<file path="src/rtl/bw_pkg.sv">
package bw_pkg;

   // smallest of three unsigned values, all passed at a common width
   function automatic logic [31:0] min3(input logic [31:0] a,
                                        input logic [31:0] b,
                                        input logic [31:0] c);
      logic [31:0] m;
      m = a;
      if (b < m) m = b;
      if (c < m) m = c;
      return m;
   endfunction

   // width of an index able to address n entries (at least one bit)
   function automatic int idx_width(input int n);
      return (n > 1) ? $clog2(n) : 1;
   endfunction

endpackage

</file>
<file path="src/rtl/bw_load_check.sv">
module bw_load_check #(
   parameter int PAGE_W    = 12,
   parameter int NUM_PAGES = 5,
   parameter int CNT_W     = 15
) (
   input  logic [PAGE_W-1:0] start_off,
   input  logic [CNT_W-1:0]  count,
   output logic              too_big
);
   localparam int SUM_W = CNT_W + 1;
   localparam logic [SUM_W-1:0] CAPACITY = SUM_W'(NUM_PAGES * (1 << PAGE_W));

   logic [SUM_W-1:0] span;

   always_comb begin
      span    = SUM_W'(start_off) + SUM_W'(count);
      too_big = (span > CAPACITY);
   end
endmodule

</file>
<file path="src/rtl/bw_page_table.sv">
module bw_page_table #(
   parameter int ADDR_W    = 32,
   parameter int PAGE_W    = 12,
   parameter int NUM_PAGES = 5,
   parameter int IDX_W     = 3
) (
   input  logic                        clk,
   input  logic                        rst_n,
   input  logic                        wr_en,
   input  logic [NUM_PAGES*ADDR_W-1:0] wr_ptrs,
   input  logic [IDX_W-1:0]            sel,
   output logic [ADDR_W-PAGE_W-1:0]    frame
);
   localparam int FRAME_W = ADDR_W - PAGE_W;

   logic [FRAME_W-1:0] frames [NUM_PAGES];

   // only the page-frame bits of each pointer are kept
   for (genvar g = 0; g < NUM_PAGES; g++) begin : g_entry
      always_ff @(posedge clk or negedge rst_n) begin
         if (!rst_n)
            frames[g] <= '0;
         else if (wr_en)
            frames[g] <= wr_ptrs[g*ADDR_W + PAGE_W +: FRAME_W];
      end
   end

   if (NUM_PAGES == 1) begin : g_single
      assign frame = frames[0];
      logic unused_sel;
      assign unused_sel = ^sel;
   end else begin : g_mux
      always_comb begin
         frame = '0;
         for (int i = 0; i < NUM_PAGES; i++)
            if (sel == IDX_W'(i)) frame = frames[i];
      end
   end
endmodule

</file>
<file path="src/rtl/bw_cursor.sv">
module bw_cursor #(
   parameter int PAGE_W    = 12,
   parameter int NUM_PAGES = 5,
   parameter int CNT_W     = 15,
   parameter int IDX_W     = 3,
   parameter int BS_W      = 3,
   parameter int MAX_BEAT  = 4
) (
   input  logic              clk,
   input  logic              rst_n,
   input  logic              load,
   input  logic              load_bad,
   input  logic [PAGE_W-1:0] load_off,
   input  logic [CNT_W-1:0]  load_cnt,
   input  logic              beat_valid,
   input  logic [BS_W-1:0]   beat_size,
   output logic              ready,
   output logic              fin,
   output logic              err,
   output logic [BS_W-1:0]   take,
   output logic [PAGE_W-1:0] off,
   output logic [IDX_W-1:0]  idx,
   output logic [CNT_W-1:0]  left
);
   import bw_pkg::*;

   localparam int PAGE_BYTES = 1 << PAGE_W;
   localparam int OFF_SUM_W  = PAGE_W + 1;

   logic                 loaded;
   logic [31:0]          room;
   logic [31:0]          t_raw;
   logic                 size_ok;
   logic                 fire;
   logic [OFF_SUM_W-1:0] off_sum;
   logic                 ends_xfer;

   assign ready = loaded && !err && (left != '0);
   assign fin   = loaded && !err && (left == '0);

   always_comb begin
      room    = 32'(PAGE_BYTES) - 32'(off);
      size_ok = (beat_size != '0) && (32'(beat_size) <= 32'(MAX_BEAT));
      t_raw   = min3(32'(beat_size), 32'(left), room);
      take    = (ready && size_ok) ? BS_W'(t_raw) : '0;
      fire    = beat_valid && (take != '0);
      off_sum = OFF_SUM_W'(off) + OFF_SUM_W'(take);
      ends_xfer = (left == CNT_W'(take));
   end

   always_ff @(posedge clk or negedge rst_n) begin
      if (!rst_n) begin
         loaded <= 1'b0;
         err    <= 1'b0;
         off    <= '0;
         idx    <= '0;
         left   <= '0;
      end else if (load) begin
         loaded <= 1'b1;
         err    <= load_bad;
         off    <= load_off;
         idx    <= '0;
         left   <= load_bad ? '0 : load_cnt;
      end else if (fire) begin
         left <= left - CNT_W'(take);
         if (off_sum[PAGE_W]) begin
            off <= '0;
            if (!ends_xfer) idx <= idx + 1'b1;
         end else begin
            off <= off_sum[PAGE_W-1:0];
         end
      end
   end

   // a beat never carries more than is left
   p_take_bound_r5: assert property (@(posedge clk) disable iff (!rst_n)
      CNT_W'(take) <= left);

   // the pointer index stays inside the list
   p_idx_range_r7: assert property (@(posedge clk) disable iff (!rst_n)
      32'(idx) < 32'(NUM_PAGES));

   // an accepted beat reduces the remaining count by what it carried
   p_step_r6: assert property (@(posedge clk) disable iff (!rst_n)
      (fire && !load) |=> (left == $past(left) - CNT_W'($past(take))));

   // reaching the page end moves to the next pointer at offset zero
   p_wrap_r7: assert property (@(posedge clk) disable iff (!rst_n)
      (fire && !load && off_sum[PAGE_W] && !ends_xfer)
      |=> (off == '0 && idx == $past(idx) + 1'b1));

   // a rejected load never offers a beat
   p_err_quiet_r3: assert property (@(posedge clk) disable iff (!rst_n)
      err |-> !ready);
endmodule

</file>
<file path="src/rtl/buf_addr_walker.sv">
module buf_addr_walker #(
   parameter int ADDR_W    = 32,
   parameter int PAGE_W    = 12,
   parameter int NUM_PAGES = 5,
   parameter int MAX_BEAT  = 4,
   parameter int CNT_W     = $clog2(NUM_PAGES * (1 << PAGE_W) + 1),
   parameter int IDX_W     = bw_pkg::idx_width(NUM_PAGES),
   parameter int BS_W      = $clog2(MAX_BEAT + 1)
) (
   input  logic                        clk,
   input  logic                        rst_n,
   input  logic                        load_valid,
   input  logic [NUM_PAGES*ADDR_W-1:0] load_ptrs,
   input  logic [PAGE_W-1:0]           load_offset,
   input  logic [CNT_W-1:0]            load_count,
   input  logic                        beat_valid,
   input  logic [BS_W-1:0]             beat_size,
   output logic                        beat_ready,
   output logic [BS_W-1:0]             beat_take,
   output logic [ADDR_W-1:0]           addr_out,
   output logic [IDX_W-1:0]            page_idx,
   output logic [CNT_W-1:0]            bytes_left,
   output logic                        done,
   output logic                        load_err
);
   if (PAGE_W < 1 || ADDR_W <= PAGE_W) begin : g_bad_widths
      $error("buf_addr_walker: ADDR_W must exceed PAGE_W >= 1");
   end
   if (NUM_PAGES < 1) begin : g_bad_pages
      $error("buf_addr_walker: NUM_PAGES must be at least 1");
   end
   if (MAX_BEAT < 1 || MAX_BEAT > (1 << PAGE_W)) begin : g_bad_beat
      $error("buf_addr_walker: MAX_BEAT out of range");
   end

   logic                     too_big;
   logic [ADDR_W-PAGE_W-1:0] frame;
   logic [PAGE_W-1:0]        off;

   bw_load_check #(
      .PAGE_W(PAGE_W), .NUM_PAGES(NUM_PAGES), .CNT_W(CNT_W)
   ) u_check (
      .start_off(load_offset),
      .count    (load_count),
      .too_big  (too_big)
   );

   bw_page_table #(
      .ADDR_W(ADDR_W), .PAGE_W(PAGE_W), .NUM_PAGES(NUM_PAGES), .IDX_W(IDX_W)
   ) u_table (
      .clk    (clk),
      .rst_n  (rst_n),
      .wr_en  (load_valid),
      .wr_ptrs(load_ptrs),
      .sel    (page_idx),
      .frame  (frame)
   );

   bw_cursor #(
      .PAGE_W(PAGE_W), .NUM_PAGES(NUM_PAGES), .CNT_W(CNT_W),
      .IDX_W(IDX_W), .BS_W(BS_W), .MAX_BEAT(MAX_BEAT)
   ) u_cursor (
      .clk       (clk),
      .rst_n     (rst_n),
      .load      (load_valid),
      .load_bad  (too_big),
      .load_off  (load_offset),
      .load_cnt  (load_count),
      .beat_valid(beat_valid),
      .beat_size (beat_size),
      .ready     (beat_ready),
      .fin       (done),
      .err       (load_err),
      .take      (beat_take),
      .off       (off),
      .idx       (page_idx),
      .left      (bytes_left)
   );

   assign addr_out = {frame, off};

   // a finished transfer offers no beat
   p_done_idle_r8: assert property (@(posedge clk) disable iff (!rst_n)
      done |-> (!beat_ready && bytes_left == '0));

   // a beat offered while not ready leaves the address untouched
   p_no_ready_hold_r4: assert property (@(posedge clk) disable iff (!rst_n)
      (!beat_ready && !load_valid) |=> $stable(addr_out));
endmodule

</file>
<file path="config.mk">
export PLATFORM = sky130hd
export DESIGN_NAME = buf_addr_walker
export DESIGN_NICKNAME = d
export VERILOG_FILES = /design/src/rtl/bw_pkg.sv /design/src/rtl/bw_load_check.sv /design/src/rtl/bw_page_table.sv /design/src/rtl/bw_cursor.sv /design/src/rtl/buf_addr_walker.sv
export SDC_FILE = /design/constraint.sdc
export NUM_CORES = 1
export LEC_CHECK = 0
export BUFFER_PORTS_ARGS = -buffer_cell sky130_fd_sc_hd__buf_2
export CAP_MARGIN = 20
export CORE_MARGIN = 2
export CORE_UTILIZATION = 52
export CTS_CLUSTER_DIAMETER = 30
export DETAILED_ROUTE_END_ITERATION = 8
export HOLD_SLACK_MARGIN = 0.08
export PLACE_DENSITY = 0.81
export SLEW_MARGIN = 30
export SYNTH_ARGS = -nofsm -noshare
export SYNTH_HDL_FRONTEND = slang
export SYNTH_SLANG_ARGS = --single-unit
</file>
<file path="constraint.sdc">
create_clock -name clk -period 6.4 [get_ports clk]
set_input_delay 1.28 -clock clk [delete_from_list [all_inputs] [get_ports clk]]
set_output_delay 1.28 -clock clk [all_outputs]
set_load 0.1 [all_outputs]
</file>
# Yosys cells after proc, flatten, opt, wreduce, memory -nomap -nowiden
# Index checks and enable logic that the tools add are counted.
# Widths: inputs -> output; s select.
# totals
ff_bits	132
input_bits	194
wordCells	58
# op_classes
addsub	5
order_cmp	4
eq_ne	6
mux	18
reduce_logical	15
# op_table
cell	n
$mux 20	5
$mux 15	4
$mux 12	3
$lt 32x15->1	1
$mux 3	6
$add 12x15->16	1
$gt 16x15->1 const B	1
$eq 15x3->1	1
$logic_not 15->1	1
$lt 15x3->1	1
$reduce_bool 15->1	1
$sub 15x3->15	1
$sub 13x12->14 const A	1
$add 12x3->13	1
$eq 3x2->1 const B	2
$logic_and 1x1->1	6
$reduce_bool 3->1	2
$reduce_bool 2->1	2
$add 3x1->3 const B	1
$eq 3x1->1 const B	1
$eq 3x3->1 const B	1
$le 3x3->1 const B	1
$logic_not 3->1	1
$reduce_and 3->1	1
2 further kinds	2

# Logic depth before layout (Yosys ltp)
# depth
depth_word	10
depth_mapped	24

# Modules after synthesis
# Synthesis repeated with hierarchy kept, for this count alone.
# unflattened
hier_cells	749
area_unflattened_um2	8114.0
# by_module_without_submodules
module	n_inst	cells_each	area_each_um2	seq_area_each_um2
bw_page_table	1	330	4654.5	2502.4
bw_cursor	1	338	2837.7	800.8
bw_load_check	1	81	621.8	0.0

# Least setup slack after synthesis
# No wires, ideal clock.
# synth_path
path_type	input -> register
from	in beat_size[1]
to	reg u_cursor.left[14]
setup_time_ns	0.140
arrival_ns	8.268
required_time_ns	6.260
slack_ns	-2.008
path_stages	22
path_buffers	0
cell_sequence	inv_1 > ha_1 > a21o_1 > a211oi_1 > a21oi_1 > ha_1 > a21o_1 > a21oi_1 > o21a_1 > nand2_1 > o22ai_1 > a211oi_1 > a211oi_1 > ha_1 > inv_1 > fa_1 > a2111o_1 > or3_1 > inv_1 > and4bb_1 > xnor2_1 > o32ai_1
# synth_via
elab_chain_cells	8
# synth_rtl
element	line_no	text
from (decl)	buf_addr_walker.sv:17	input logic [BS_W-1:0] beat_size,
$lt 15x3->1	bw_pkg.sv:9	if (b < m) m = b;
$mux 15	bw_pkg.sv:9	
$lt 32x15->1	bw_pkg.sv:10	if (c < m) m = c;
$mux 3	bw_pkg.sv:10	
$mux 3 *	bw_cursor.sv:45	take = (ready && size_ok) ? BS_W'(t_raw) : '0;
named net beat_take[0]	buf_addr_walker.sv:19	output logic [BS_W-1:0] beat_take,
$sub 15x3->15 / $reduce_bool 3->1 (equally long branches)	bw_cursor.sv:65, bw_cursor.sv:46	
$mux 15 / $logic_and 1x1->1 (equally long branches)	bw_cursor.sv:64, bw_cursor.sv:46	
$mux 15 / $reduce_bool 2->1 (equally long branches)	--	
to (signal assigned)	bw_cursor.sv:63	left <= load_bad ? '0 : load_cnt;
to (signal assigned)	bw_cursor.sv:65	left <= left - CNT_W'(take);
to (decl)	bw_cursor.sv:23	output logic [CNT_W-1:0] left
# Mark *: on every way through the listed nets, which the timed path passes. The rest lies on a longest branch. The select of a mux whose other input is x is not followed.
# A chain may end at the register's enable or synchronous reset.

# Worst setup path after layout
# layout_path
from	in beat_size[1]
to	reg u_cursor.idx[1]
# layout_via
elab_chain_cells	9
# layout_rtl
element	line_no	text
$lt 15x3->1	bw_pkg.sv:9	
$mux 15	bw_pkg.sv:9	
$lt 32x15->1	bw_pkg.sv:10	
$mux 3	bw_pkg.sv:10	
$mux 3 *	bw_cursor.sv:45	
branches (longest 3 deep; another with $add 12x3->13)	--	
$reduce_and 3->1 (no line) *	--	
to (signal assigned)	bw_cursor.sv:68	if (!ends_xfer) idx <= idx + 1'b1;
to (decl)	bw_cursor.sv:22	output logic [IDX_W-1:0] idx,
# Mark *: on every way between the ends.

==> run metrics <==
number of synthesized flops with an enable pin=0; gate count after technology mapping=784; setup slack of the most critical reg-to-reg path=740 ps; cell at the root of the clock tree=clkbuf_16; total overflow reported by the global router=0; Seq/Total Area, Yosys=41.56%; maximum operating frequency=170.3 MHz; share of flip-flops with an asynchronous set or reset=100.0%; actual transition at the worst max-transition pin=949.5 ps; cell area after placement=9109 um^2; largest area contributor in the synthesized netlist=dfrtp_1; Die W=127.6 um; global-route wire length before repair=33860 um; clock slew at reported path FFs=60 ps; Vert. Die Dim=127.6 um; flop and latch count out of synthesis=132; CTS H-tree depth=4; post-layout utilization of the core=64.25%; average size of a mapped cell=10.14 um^2; count of nets left with antenna violations after detail routing=0; number of cells on the worst hold path=1; number of distinct library cell variants in the gate-level netlist after synthesis=66; number of pins with negative max-slew slack in the final report=0; Pleak=0.004366 uW; type of the tightest min-delay check=flop to flop; Routed Wire Length=21330 um; remaining max-slew budget at the tightest pin=36.70%; post-route clock period utilization=91.76%; # Max-Cap Violations=0; Cell Pwr Density=277.8 nW/um^2; kind of start point of the critical path=input port; min Tclk post-route=5873 ps; average wire per cell in the routed design=18.36 um; Min Hold Slack=462.0 ps; vias in the first global route=6559; Starting Density=52.67%; final estimated routing congestion in global placement=0.9251; insertion delay of the later-clocked pin in the worst-skew pair=420 ps; filler cell count in the final layout=1227; CP required=6670 ps; post_cts resized=0; worst vdd rail ir drop=0.1983 mV; Setup-failing EPs final=0; Core Footprint=15090 um^2; result of the run=finished clean; initial antenna violation count=2; Hold-fix buffers, CTS=0; Final Hold Viols=0; Yosys top cell area share=41.56%; number of sinks on the clock net=132; Design Area, Final=9694 um^2; share of layout cells above drive strength 1=36.11%; critical path arrival=6150 ps; synth top area cells=dfrtp_1 42%, mux2_2 14%, ha_1 6.0%; setup clock skew after layout=9.528 ps; area of the mapped netlist=7948 um^2; ys flop type=dfrtp_1; unrepaired setup endpoints after global routing=false; total track usage=26.47%; DR pass1 iterations=6; clock tree from TritonCTS=built; via count=6813; input/output buffers=189; area growth from synthesis to layout=21.98%; vias per cell=5.863; peak fanout along the critical path=6; num rows=45; Reg2Reg Depth=20; I/O pin count=250; Detail Placement HPWL=15770 um; endpoint type of the worst setup path=flop; initial DRC count=520; number of DRC violations after detailed routing=0; number of buffers between clock root and the deepest sink=2; area enclosed by the die boundary=16290 um^2; total CTS buffers=17; Nets=1195; largest net degree at the start of global routing=87; Worst Path Class, Setup=input port to flop; setup bufs post-CTS=0; warnings from Yosys=0
[metal layers]
| metal | up-vias | share of wire [%] | GRT usage, % |
|---|---|---|---|
| met5 | - | 0 | 0 |
| met1 | 3290 | 45 | 37.63 |
| met3 | 48 | 5.5 | 4.313 |
| li1 | 3229 | - | - |
| met2 | 246 | 47 | 41.37 |
| met4 | 0 | 2.6 | 9.308 |
[sequential cells by signal (all words and copies together), names as in the netlist]
| signal | count |
|---|---|
| u_table.frames | 100 |
| u_cursor.off | 12 |
| u_cursor.err | 1 |
| u_cursor.left | 15 |
| u_cursor.idx | 3 |
| u_cursor.loaded | 1 |
[synth_stat cells, types with 3 or more instances]
library cell,count
nor3_1,37
a21boi_0,4
mux2i_1,4
clkbuf_1,42
a21o_1,11
o32ai_1,4
o21a_1,8
o21bai_1,4
xor2_1,3
nor4_1,7
nor4b_1,3
dfrtp_1,132
xnor2_1,26
or3_1,8
nor2b_1,3
ha_1,38
o2bb2ai_1,9
a21oi_1,41
o21ai_1,5
a222oi_1,20
a211oi_1,13
inv_1,28
fa_1,3
nor3b_1,3
nand2b_1,6
nand3_1,8
o211ai_1,4
mux2_2,101
nor2_1,61
and2_1,4
nand2_1,53
o21ai_0,41
nand4_1,3
a31oi_1,3
[layout by cell type, fill, tap and decap left out, types with 8 or more instances in the layout]
cell and n:
a21o_1 11, inv_1 25, nor3_1 37, buf_2 187, clkbuf_16 17, dfrtp_1 132
nor2_1 60, a21oi_1 41, conb_1 10, o2bb2ai_1 9, o21a_1 8, xnor2_1 26
nand3_1 8, a211oi_1 10, a222oi_1 20, ha_1 36, o21ai_0 41, nand2_1 52
mux2_2 101
[area by class of cell]
cell class	count	area, um^2	share of cell area (%)
sequential	132	3303	34.07
clock buffer	18	439.2	4.530
antenna	2	5.005	0.05163
timing repair buffer	196	1027	10.60
inverter	28	117.6	1.213
multi-input combinational	585	4453	45.93
clock inverter	13	113.9	1.174
tap	188	235.2	2.426
[through the flow]
stage / total power [uW] / instances / setup TNS (ps) / setup WS, ps
2_1_floorplan: 1593 / 793 / -37.54 / -22.28
6_report: 2693 / 1162 / 0 / 527.2
4_1_cts: 2695 / 1159 / 0 / 615.6
3_3_place_gp: 1765 / 1128 / 0 / 286.9
5_1_grt: 2812 / 1162 / 0 / 120.0
3_5_place_dp: 1784 / 1128 / 0 / 231.9
[critical path: stages]
cell	delay, ps
buf_2	180
inv_12	40
ha_4	210
a21o_1	230
a211oi_4	340
a21oi_1	150
ha_1	320
nand3_1	80
nor2_1	100
o41ai_1	90
a311oi_2	440
o22ai_4	170
a211oi_4	340
ha_1	240
fa_1	220
a21oi_1	130
nor4b_1	500
and4_1	390
o21ai_0	170
nor2_2	260
mux2i_1	220
nor2_1	50
[power by group]
part | leakage (uW) | internal, uW | switching, uW
Clock | 0.000278 | 517 | 396
Combinational | 0.00252 | 248 | 539
Sequential | 0.00156 | 919 | 74.3
Total | 0.00437 | 1680 | 1010
[path summary, 6_finish.rpt]
kind | startpoint | end
worst min register to register | u_cursor.loaded$_DFFE_PN0P_ | u_cursor.loaded$_DFFE_PN0P_
min in group asynchronous | rst_n | u_table.frames[78]$_DFFE_PN0P_
worst max-delay path | beat_size[1] | u_cursor.idx[1]$_DFFE_PN0P_
worst min-delay path | u_cursor.loaded$_DFFE_PN0P_ | u_cursor.loaded$_DFFE_PN0P_
max in group asynchronous | rst_n | u_table.frames[30]$_DFFE_PN0P_
worst max register to register | u_cursor.left[7]$_DFFE_PN0P_ | u_cursor.idx[1]$_DFFE_PN0P_
[kinds of logic after synthesis]
group | share of synthesized area (%)
XOR/XNOR | 3.196
buffers and inverters | 3.794
AO/OA/AOI/OAI | 16.88
adder cells (fa/ha/maj) | 6.738
multiplexers | 14.81
flip-flops | 41.56
AND/OR/NAND/NOR | 12.97
other | 0.04718
Note: power is estimated with default switching activity, not from simulation.
